`src/rtl/alu_flags_pkg.sv`:
```
package alu_flags_pkg;

    typedef enum logic [2:0] {
        OP_ADD  = 3'd0,
        OP_CMPE = 3'd1,
        OP_CMPL = 3'd2,
        OP_SHL  = 3'd3,
        OP_ROL  = 3'd4,
        OP_RSV5 = 3'd5,
        OP_RSV6 = 3'd6,
        OP_RSV7 = 3'd7
    } alu_op_e;

    localparam int NFLAGS = 4;

    typedef struct packed {
        logic zero;
        logic ovf;
        logic eq;
        logic lt;
    } flags_t;

    localparam flags_t FLAGS_CLEAR = '0;

    // Which flags an operation is allowed to rewrite.
    function automatic flags_t own_mask(alu_op_e op);
        flags_t m;
        m = FLAGS_CLEAR;
        case (op)
            OP_ADD:  begin m.zero = 1'b1; m.ovf = 1'b1; end
            OP_CMPE: m.eq = 1'b1;
            OP_CMPL: m.lt = 1'b1;
            default: m = FLAGS_CLEAR;
        endcase
        return m;
    endfunction

endpackage

```
`src/rtl/alu_datapath.sv`:
```
module alu_datapath
    import alu_flags_pkg::*;
#(
    parameter int W = 8
) (
    input  alu_op_e        op,
    input  logic [W-1:0]   a,
    input  logic [W-1:0]   b,
    output logic [W-1:0]   res,
    output flags_t         cand,
    output flags_t         mask
);
    localparam int EXT = W + 1;

    logic [EXT-1:0] sum_ext;
    logic [W-1:0]   shl_v;
    logic [W-1:0]   rol_v;

    assign sum_ext = {1'b0, a} + {1'b0, b};
    assign shl_v   = {a[W-2:0], 1'b0};
    assign rol_v   = {a[W-2:0], a[W-1]};

    always_comb begin
        case (op)
            OP_ADD:  res = sum_ext[W-1:0];
            OP_SHL:  res = shl_v;
            OP_ROL:  res = rol_v;
            default: res = '0;
        endcase
    end

    always_comb begin
        cand      = FLAGS_CLEAR;
        cand.zero = (sum_ext[W-1:0] == '0);
        cand.ovf  = sum_ext[W];
        cand.eq   = (a == b);
        cand.lt   = (a < b);
    end

    assign mask = own_mask(op);

endmodule

```
`src/rtl/flag_register.sv`:
```
module flag_register
    import alu_flags_pkg::*;
(
    input  logic   clk,
    input  logic   rst,
    input  logic   en,
    input  flags_t mask,
    input  flags_t cand,
    output flags_t q
);
    logic [NFLAGS-1:0] mask_bits;
    logic [NFLAGS-1:0] cand_bits;
    logic [NFLAGS-1:0] q_bits;

    assign mask_bits = mask;
    assign cand_bits = cand;

    for (genvar i = 0; i < NFLAGS; i++) begin : g_bit
        always_ff @(posedge clk) begin
            if (rst)
                q_bits[i] <= 1'b0;
            else if (en && mask_bits[i])
                q_bits[i] <= cand_bits[i];
        end
    end

    assign q = flags_t'(q_bits);

endmodule

```
`src/rtl/alu_status_unit.sv`:
```
module alu_status_unit
    import alu_flags_pkg::*;
#(
    parameter int W = 8
) (
    input  logic         clk,
    input  logic         rst,
    input  logic [2:0]   op_sel,
    input  logic [W-1:0] opnd_a,
    input  logic [W-1:0] opnd_b,
    input  logic         upd_en,
    output logic [W-1:0] result,
    output logic         flag_zero,
    output logic         flag_ovf,
    output logic         flag_eq,
    output logic         flag_lt
);
    alu_op_e op;
    flags_t  cand;
    flags_t  mask;
    flags_t  held;

    assign op = alu_op_e'(op_sel);

    alu_datapath #(.W(W)) u_dp (
        .op   (op),
        .a    (opnd_a),
        .b    (opnd_b),
        .res  (result),
        .cand (cand),
        .mask (mask)
    );

    flag_register u_flags (
        .clk  (clk),
        .rst  (rst),
        .en   (upd_en),
        .mask (mask),
        .cand (cand),
        .q    (held)
    );

    assign flag_zero = held.zero;
    assign flag_ovf  = held.ovf;
    assign flag_eq   = held.eq;
    assign flag_lt   = held.lt;

endmodule

```
`config.mk`:
```
export PLATFORM = sky130hd
export DESIGN_NAME = alu_status_unit
export DESIGN_NICKNAME = d
export VERILOG_FILES = /design/src/rtl/alu_flags_pkg.sv /design/src/rtl/alu_datapath.sv /design/src/rtl/flag_register.sv /design/src/rtl/alu_status_unit.sv
export SDC_FILE = /design/constraint.sdc
export NUM_CORES = 1
export LEC_CHECK = 0
export BUFFER_PORTS_ARGS = -buffer_cell sky130_fd_sc_hd__buf_2
export CAP_MARGIN = 20
export CORE_UTILIZATION = 54
export CTS_CLUSTER_SIZE = 10
export DETAILED_ROUTE_END_ITERATION = 8
export PLACE_DENSITY_LB_ADDON = 0.3
export RECOVER_POWER = 50
export SLEW_MARGIN = 0
export SYNTH_ARGS = -nofsm -noshare
export SYNTH_HDL_FRONTEND = slang
export SYNTH_HIERARCHICAL = 1
export SYNTH_SLANG_ARGS = --single-unit
```
`constraint.sdc`:
```
create_clock -name clk -period 4.75 [get_ports clk]
set_input_delay 0.95 -clock clk [delete_from_list [all_inputs] [get_ports clk]]
set_output_delay 0.95 -clock clk [all_outputs]
set_load 0.02 [all_outputs]
```
## Word level (Yosys, flattened, before mapping)

Cells that the tools add are included.

| storage, ports and cells | value |
|---|---|
| bits in registers | 4 |
| input port bits | 22 |
| output and inout port bits | 12 |
| logic and storage cells | 21 |

| operators by class | value |
|---|---|
| $add $sub $neg | 1 |
| $lt $le $gt $ge | 1 |
| eq/ne operators | 5 |
| mux-type cells | 4 |
| reduce and logical (&&, ||, !) cells | 6 |

Operator list:

| cell | number |
|---|---|
| $pmux W8 S3 | 1 |
| $add A8 B8 Y9 | 1 |
| $eq A8 B8 Y1 | 1 |
| $logic_not A8 Y1 | 1 |
| $lt A8 B8 Y1 | 1 |
| $eq A3 B2 Y1 const B | 2 |
| $logic_and A1 B1 Y1 | 4 |
| $eq A3 B1 Y1 const B | 1 |
| $eq A3 B3 Y1 const B | 1 |
| $logic_not A3 Y1 | 1 |
| $mux W1 | 2 |
| $mux W2 | 1 |

## Longest topological paths before layout

| logic depth | value |
|---|---|
| depth after elaboration | 3 |
| depth in mapped cells | 10 |

## By module

Netlist, hierarchy kept.

By module, submodules not included:

| module | instances | cells each | area each (sq um) | sequential area each (sq um) |
|---|---|---|---|---|
| alu_datapath | 1 | 113 | 807.0 | 0.0 |
| flag_register | 1 | 17 | 175.2 | 80.1 |

## Worst setup path after synthesis

No wires, ideal clock.

| path | value |
|---|---|
| kind | input -> output |
| start point | input opnd_a[0] |
| end point | output result[6] |
| arrival | 2.354 ns |
| data required time | 3.800 ns |
| path slack | 1.446 ns |
| cell stages on the path | 7 |
| path buffers | 0 |
| cells stage by stage | ha_1 -> fa_1 -> nand2b_4 -> a211o_1 -> nor2_2 -> a211oi_2 -> a21o_1 |

| between the ends | value |
|---|---|
| longest elaborated chain between the ends | 2 |

Ends and longest elaborated chain:

| what | line | RTL |
|---|---|---|
| from (decl) | alu_status_unit.sv:9 | `input logic [W-1:0] opnd_a,` |
| $add A8 B8 Y9 | alu_datapath.sv:19 | `assign sum_ext = {1'b0, a} + {1'b0, b};` |
| $pmux W8 S3 | alu_datapath.sv:24 | `case (op)` |
| to (decl) | alu_status_unit.sv:12 | `output logic [W-1:0] result,` |

No other way between the ends.

## Worst setup path after layout

Ends and elaborated chain as after synthesis.

==> results.sh <==
export IMPL_crit_arrival_ns=2.64
export IMPL_startpoint_type="primary input"
export IMPL_yosys_mux_area_fraction_pct=1.146
export IMPL_synth_compound_area_share_pct=28.92
export IMPL_setup_ws_ns=1.164
export IMPL_p_sw_uw=81.52
export IMPL_drtIter0Drc=28
export IMPL_worstReg2RegEnd="u_flags/q[2]"
export IMPL_busiest_layer="met2"
export IMPL_crit_slowest_cell="fa_1"
export IMPL_drc=0
export IMPL_overflow=0
export IMPL_syn_num_nets=169
export IMPL_cts_resized=0
export IMPL_cts_sinks=4
export IMPL_drv_cap=0
export IMPL_design_area_sq_um=1150
export IMPL_drt_pass1_iterations=4
export IMPL_syn_area_per_cell_sq_um=7.555
export IMPL_portBuffers=33
export IMPL_dpl_hpwl_um=1841
export IMPL_final_hold_viol_count=0
export IMPL_yosysWarningCount=6
export IMPL_finish_utilization_pct=67.33
export IMPL_reg2reg_slack_ns=4.00
export IMPL_post_drt_wl_per_cell_um=12.32
export IMPL_setup_viol=0
export IMPL_largest_reg_flops=4
export IMPL_cts_tree="done"
export IMPL_placed_cell_area_sq_um=1145
export IMPL_yosys_area_top_type="ha_1"
export IMPL_synth_xor_xnor_area_share_pct=3.567
export IMPL_drt_vias_per_instance=5.602
export IMPL_dieHeight_um=44.65
export IMPL_dp_slack_ns=1.174
export IMPL_hold_buffers=0
export IMPL_slew_violations=0
export IMPL_synth_top_family_by_area="compound AO/OA/AOI/OAI gates"
export IMPL_initial_core_util_pct=57.51
export IMPL_clkLatencyLatePin_ns=0.24
export IMPL_required_ns=3.80
export IMPL_pwr_share_clk_pct=22.8
export IMPL_rr_startpoint="u_flags/q[2]"
export IMPL_critPathKind="in -> out"
export IMPL_outcome="finished, final reports clean"
export IMPL_synth_ff_type="dfxtp_1"
export IMPL_syn_inst=130
export IMPL_path_cells="buf_2 -> ha_1 -> fa_1 -> nand2b_1 -> a211o_1 -> nor2_2 -> a211oi_2 -> a21o_1 -> buf_2"
export IMPL_synth_most_common_cell="ha_1"
export IMPL_grt_max_degree=17
export IMPL_pin_count=34
export IMPL_synth_seq_cells=4
export IMPL_nNetsFinal=202
export IMPL_ir_drop_mv=0.1036
export IMPL_areaGrowthSynthToFinish_pct=17.07
export IMPL_synth_top_area_share_pct=20.38
export IMPL_fp_dieW_um=44.65
export IMPL_min_delay_start="u_flags/q[1]"
export IMPL_use_met3_pct=6.122
export IMPL_power_share_sequential_pct=18.0
export IMPL_finalCriticalPeriod_ns=3.586
export IMPL_dr_total_vias=1042
export IMPL_tns_ns=0
export IMPL_core_area_sq_um=1708
export IMPL_n_antenna_cell=0
export IMPL_antenna_found_initial=0
export IMPL_worstPathMaxFanout=4
export IMPL_synthTopCellsByCount="ha_1, inv_1, a21oi_1"
export IMPL_drive_gt1_share_pct=25.47
export IMPL_rr_worst_depth=2
export IMPL_internal_power_uw=109.9
export IMPL_rsz0062_at_grt="no"
export IMPL_grt_pass1_vias=889
export IMPL_htree_levels=1
export IMPL_rows=15
export IMPL_combinationalPowerShare_pct=59.2
export IMPL_drt_wl_total_um=2292
export IMPL_dieArea_sq_um=1994
export IMPL_synth_adder_area_share_pct=22.42
export IMPL_p_per_area_nw_per_um2=166.5
export IMPL_grt_use_met2_pct=42.94
export IMPL_async_reset_ff_share_pct=0
export IMPL_gp_congestion=0.8777
export IMPL_fin_skew_ns=0
export IMPL_post_synth_num_cell_types=41
export IMPL_switching_share_pct=42.59
export IMPL_synth_edf_count=0
export IMPL_cpMostUsedCell="buf_2"
export IMPL_setup_worst_path_end_class="output pin"
export IMPL_clk_path_buf_depth=2
export IMPL_max_freq_mhz=278.9
export IMPL_grt_pass1_wl_um=3629
export IMPL_antenna_left=0
export IMPL_cts_buffers=3
export IMPL_synth_simple_area_share_pct=27.39
export IMPL_min_path_cells=2
export IMPL_cts_post_setup_buffers_inserted=0
export IMPL_startpoint="opnd_a[0]"
export IMPL_clkSlewWorstSetupHoldPaths_ns=0.04
export IMPL_synth_seq_area_share_pct=8.153
export IMPL_synthTopCellsByArea="ha_1, dfxtp_1, a21oi_1"
export IMPL_grt_use_met1_pct=30.99
export IMPL_slowest_delay_ns=0.41
export IMPL_worst_pin_slew_ns=0.7262
export IMPL_holdPathEnd="u_flags/q[1]"
export IMPL_synth_area_sq_um=982.2
export IMPL_clock_root_buffer="clkbuf_4"
export IMPL_grt_use_total_pct=24.62
export IMPL_cellLeakagePower_uw=0.0005942
export IMPL_hp_class="reg -> reg"
export IMPL_fin_crit_sh_pct=75.50
export IMPL_relSlewSlack_pct=51.21
-- kinds of logic after synthesis --
family,after synthesis
mux,1
simple gates,47
buf+inv,18
flops,4
xor+xnor,4
compound gates,39
fa+ha+maj,17
-- power groups by stage --
stage | registers (uW) | clock network [uW] | logic [uW]
floorplan | 35.4 | 0 | 81.7
finish | 34.4 | 43.7 | 113
CTS | 34.4 | 44.6 | 114
global placement | 34.9 | 0 | 110
detailed placement | 34.9 | 0 | 113
global route | 34.4 | 47.6 | 124
-- critical path, delay by kind of cell --
| kind | cells | cell delay [ns] |
|---|---|---|
| buf+inv | 2 | 0.28 |
| compound gates | 3 | 0.60 |
| fa+ha+maj | 2 | 0.62 |
| simple gates | 2 | 0.19 |
-- per-layer routing --
metal,routed length [um],vias up
met2,1099,34
li1,-,526
met1,1067,482
met3,126,0
met4,0,0
met5,0,-
-- worst max path at each step --
stage,endpoint,depth (start not counted)
after global routing,result[6],9
after floorplan,result[6],7
after CTS,result[6],9
after global placement,result[6],9
after detailed placement,result[6],9
final,result[6],9
-- layout by cell type (no fill, tap or decap), drive strengths merged, types with 2 or more instances in the layout --
master   n
buf     28
ha      16
inv     13
a21oi   12
nand2   10
nand3    8
nor2     8
clkbuf   8
o21ai    6
nor2b    5
a21o     4
a22o     4
a21bo    4
dfxtp    4
nor3     3
nand2b   3
nand4    3
a211o    2
xor2     2
xnor2    2
o31ai    2
nor3b    2
or2      2
a211oi   2
-- metrics by stage --
stage | hold WS, ns | power, uW | std cells
floorplan | 0.6388 | 117.2 | 130
CTS | 0.5642 | 193.0 | 186
finish | 0.5665 | 191.4 | 186
global placement | 0.5563 | 145.0 | 183
detailed placement | 0.5512 | 148.3 | 183
global route | 0.6034 | 206.0 | 186
-- cell type report --
| class | instances | area (sq um) |
|---|---|---|
| repair buffers | 33 | 158.9 |
| fillers | 172 | 558.0 |
| flip-flops and latches | 4 | 80.08 |
| well taps | 25 | 31.28 |
| clock buffers | 3 | 22.52 |
| multi-input cells | 108 | 808.3 |
| inverters | 13 | 48.80 |
No activity file was read; power rests on OpenSTA's default activity.
